`config.mk`:
```
export PLATFORM = sky130hd
export DESIGN_NAME = stq_codeword_seq
export DESIGN_NICKNAME = d
export VERILOG_FILES = /design/src/rtl/stq_codeword_seq.sv
export SDC_FILE = /design/constraint.sdc
export NUM_CORES = 1
export LEC_CHECK = 0
export ABC_AREA = 1
export BUFFER_PORTS_ARGS = -buffer_cell sky130_fd_sc_hd__buf_2
export CAP_MARGIN = 15
export CORE_ASPECT_RATIO = 0.8
export CORE_UTILIZATION = 35
export CTS_CLUSTER_DIAMETER = 150
export DETAILED_ROUTE_END_ITERATION = 8
export SLEW_MARGIN = 20
export SYNTH_ARGS = -nofsm -noshare
export SYNTH_HDL_FRONTEND = slang
export SYNTH_SLANG_ARGS = --single-unit
```
`constraint.sdc`:
```
create_clock -name clk -period 3.3 [get_ports clk]
set_clock_uncertainty 0.05 [all_clocks]
set_input_delay 0.99 -clock clk [delete_from_list [all_inputs] [get_ports clk]]
set_output_delay 0.99 -clock clk [all_outputs]
set_load 0.005 [all_outputs]
```
`src/rtl/stq_codeword_seq.sv`:
```
module stq_codeword_seq #(
  parameter int W = 6,
  parameter int P = 2,
  parameter int M = 41,
  parameter logic [M*P*(W+1)-1:0] GPAR =
    (M*P*(W+1))'({((M*P*(W+1)+63)/64){64'h9E37_79B9_7F4A_7C15}})
) (
  input  logic                     clk,
  input  logic                     rst_n,
  input  logic                     flush,
  input  logic                     in_valid,
  output logic                     in_ready,
  input  logic [W-1:0]             in_a,
  input  logic [W-1:0]             in_b,
  input  logic                     in_cin,
  output logic                     cw_valid,
  output logic [P*(W+1)+M-1:0]     cw_data
);
  localparam int RB = W + 1;
  localparam int K  = P * RB;
  localparam int CW = (P > 1) ? $clog2(P) : 1;

  logic [CW-1:0] cnt;
  logic [W-1:0]  a_q [P];
  logic [W-1:0]  b_q [P];
  logic          c_q [P];
  logic [K-1:0]  info_q;
  logic [K-1:0]  re_info;
  logic [M-1:0]  parity;
  logic          valid_q;
  logic [RB-1:0] sum_now;

  wire accept = in_valid && in_ready && !flush;
  wire last   = (cnt == CW'(P-1));

  assign in_ready = !valid_q;
  assign cw_valid = valid_q;
  assign sum_now  = {1'b0, in_a} + {1'b0, in_b} + RB'(in_cin);

  always_ff @(posedge clk) begin
    if (!rst_n) begin
      cnt     <= '0;
      valid_q <= 1'b0;
    end else begin
      valid_q <= accept && last;
      if (flush)       cnt <= '0;
      else if (accept) cnt <= last ? '0 : cnt + 1'b1;
    end
  end

  always_ff @(posedge clk) begin
    if (accept) begin
      a_q[cnt] <= in_a;
      b_q[cnt] <= in_b;
      c_q[cnt] <= in_cin;
      info_q[cnt*RB +: RB] <= sum_now;
    end
  end

  for (genvar g = 0; g < P; g++) begin : g_reenc
    assign re_info[g*RB +: RB] = {1'b0, a_q[g]} + {1'b0, b_q[g]} + RB'(c_q[g]);
  end

  for (genvar j = 0; j < M; j++) begin : g_par
    assign parity[j] = ^(re_info & GPAR[j*K +: K]);
  end

  assign cw_data = {parity, info_q};
endmodule


```
==> impl_results.md <==
* Number of global-route vias before repair at 4310
* Total wire length at 13.40 mm
* Final net count at 801
* Register area at 1241 um2
* Peak supply drop at 0.4388 mV
* Largest net degree at the start of global routing at 14
* Unique masters post-synth at 27
* Slew Viols, Final at 0
* Final HPWL DP at 10.02 mm
* Initial Util at 36.38%
* Ys flop type: edfxtp_1
* Finish-stage setup viols at 41
* Final Worst Setup Slack at -0.7730 ns
* Kind of critical path: reg2out
* # diodes at 0
* Multi-input gate area at 3455 um2
* Average wire per standard cell at 14.75 um
* Filler instances at 911
* Drc violations at 0
* Arrival time worst endpoint at 3.03 ns
* I/O Buffers at 73
* Least-Margin Pin Slew at 0.3810 ns
* # IOs at 74
* Synth top cells by count: nand2_1 (262), nand3_1 (82), inv_1 (63)
* Die ar. at 11890 um2
* Hold Crit Class: reg2reg
* Clk_lat worst skew at 0.28 ns
* FF+latch count, synth at 42
* CTS clk-pin slew, worst paths at 0.06 ns
* Ys async rst share at 0%
* Clock buffer depth at 2
* Fmax at 245.5 MHz
* Tcrit/Tclk final at 123.4%
* Synth Net Count at 630
* Die height at 97.73 um
* CTS Root Cell: clkbuf_16
* Num CTS Buffers at 5
* Starting DRT DRC Count at 231
* Num rows at 34
* Crit path time final at 4.073 ns
* Gr usage total at 22.55%
* Via density at 4.961
* Area Overhead vs Synth at 63.55%
* Most numerous cell in the Yosys netlist: nand2_1
* Total gr overflow at 0
* Initial antenna violation count at 0
* Run status: finished with violations
* Finished Cell Area at 6556 um2
* Hold buffer count at cts at 0
* Worst path required time at 2.26 ns
* WHS Path Cells at 2
* Yosys warns at 0
* CTS tree: yes
* Share of post-route cells with drive strength above 1 at 50.26%
* Synth Instances at 592
* Relative slew margins at 74.56%
* Synth area leaders: edfxtp_1 (30%), nand2_1 (25%), nand3_1 (10%)
* DRT Pass-1 Iters at 4
* Post-DRT Antenna Nets at 0
* Number of enable flip-flop cells after synthesis at 40
* Startpoint types: flip-flop
* Crit Path Max Fanout at 7
* Die X at 121.7 um
* Routability cong. at 0.9569
* First-pass GRT wire length at 20.89 mm
* DP Area at 5104 um2
* Synthesized cell area at 4009 um2
* Unrepaired setup endpoints after global routing: yes
* Post-synthesis sequential area ratio at 30.96%
* Fin. Hold Viols at 0
* Via count at 4505
* Pwr/cell area at 387.3 nW/um2
* Total core area at 11020 um2
* H-tree lvl count at 2
* Area leader, netlist: edfxtp_1
* Max_cap viols at 0
* Yosys top cell area share at 29.96%
* Clock Sinks at 42
* Setup crit end kind: output pin
* Reg2reg setup slack at 1.74 ns
* Failing checks: setup timing
* Leak pwr at 3.296 nW
* Tot Pwr at 2.539 mW
* Reg2reg path depth at 3
* Synthesized area per cell at 6.772 um2
[through the flow]
| step | util [%] | std cells | worst slack, ns | setup TNS, ns | hold WS [ns] |
|---|---|---|---|---|---|
| floorplan | - | 592 | -0.1560 | -1.020 | 0.5001 |
| global placement | 46.32 | 867 | -0.3252 | -9.002 | 0.5637 |
| detailed placement | 46.32 | 867 | -0.3560 | -10.32 | 0.5981 |
| CTS | 55.61 | 899 | -0.6095 | -19.96 | 0.6159 |
| global route | 59.50 | 908 | -0.8803 | -29.52 | 0.6583 |
| finish | 59.50 | 908 | -0.7730 | -24.74 | 0.6146 |
[cells in the final DEF, fill, tap and decap left out, types with 5 or more instances in the layout]
master and count:
xor2_1 16, nand2_1 159, nand3_1 50, a21oi_1 11, inv_1 44, inv_2 15
nor2_1 24, nand2_4 37, buf_2 73, xor2_4 6, ha_1 14, buf_6 21
nand2_2 72, xor2_2 11, clkbuf_16 5, edfxtp_1 40, nand3_4 14, nand3_2 19
buf_4 84
[report_power, final]
group / switching, mW / internal [mW]
clock network: 0.187 / 0.280
registers: 0.00706 / 0.606
logic: 0.818 / 0.641
total: 1.01 / 1.53
[what timing repair did]
item	in CTS	in global routing
setup buffers	24	13
gates resized for setup	161	88
pin swaps	85	62
endpoints found under the setup margin	41	41
[cell type report]
| type | instances | area share, % |
|---|---|---|
| clock buffer | 6 | 1.966 |
| sequential | 42 | 18.93 |
| clock inverter | 2 | 0.2099 |
| tap | 144 | 2.748 |
| timing repair buffer | 180 | 19.41 |
| multi-input combinational | 470 | 52.69 |
| inverter | 64 | 4.046 |
[kinds of logic after synthesis]
logic type,after synthesis,share of synthesized area [%]
xor gates and xnor gates,42,9.644
AOI/OAI and AO/OA,15,1.997
DFF,42,30.96
and+or+nand+nor,392,41.14
adders and majority gates,21,7.678
buffers and inverters,80,8.583
[metal layers]
metal  up-vias  global-route usage (%)  wire length (um)
met3        24                   2.993               674
met2       143                   39.90              6593
met1      2123                   28.83              5831
met5         -                       0                 0
li1       2215                       -                 -
met4         0                   5.413               296
[worst paths after layout]
| kind | from | end |
|---|---|---|
| worst max-delay path | a_q[0][0] | cw_data[31] |
| worst min-delay path | cnt | cnt |
| worst max register to register | cnt | b_q[1][1] |
| worst min register to register | cnt | cnt |
[worst max-delay path: stages (launching register included)]
cell and delay, ns:
edfxtp_1 0.41, fa_2 0.43, fa_2 0.47, nand2_2 0.11, inv_2 0.06, nor2_8 0.23
buf_6 0.15, xor2_4 0.18, nand2_2 0.10, nand2_4 0.10, nand3_2 0.07, nand2_2 0.09
xor2_1 0.18, buf_2 0.14
[flip-flops by register name (all words and copies together), names as in the netlist]
register,count
a_q,12
b_q,12
c_q,2
cnt,1
cw_valid,1
info_q,14
Power figures use the tool's default switching activity.
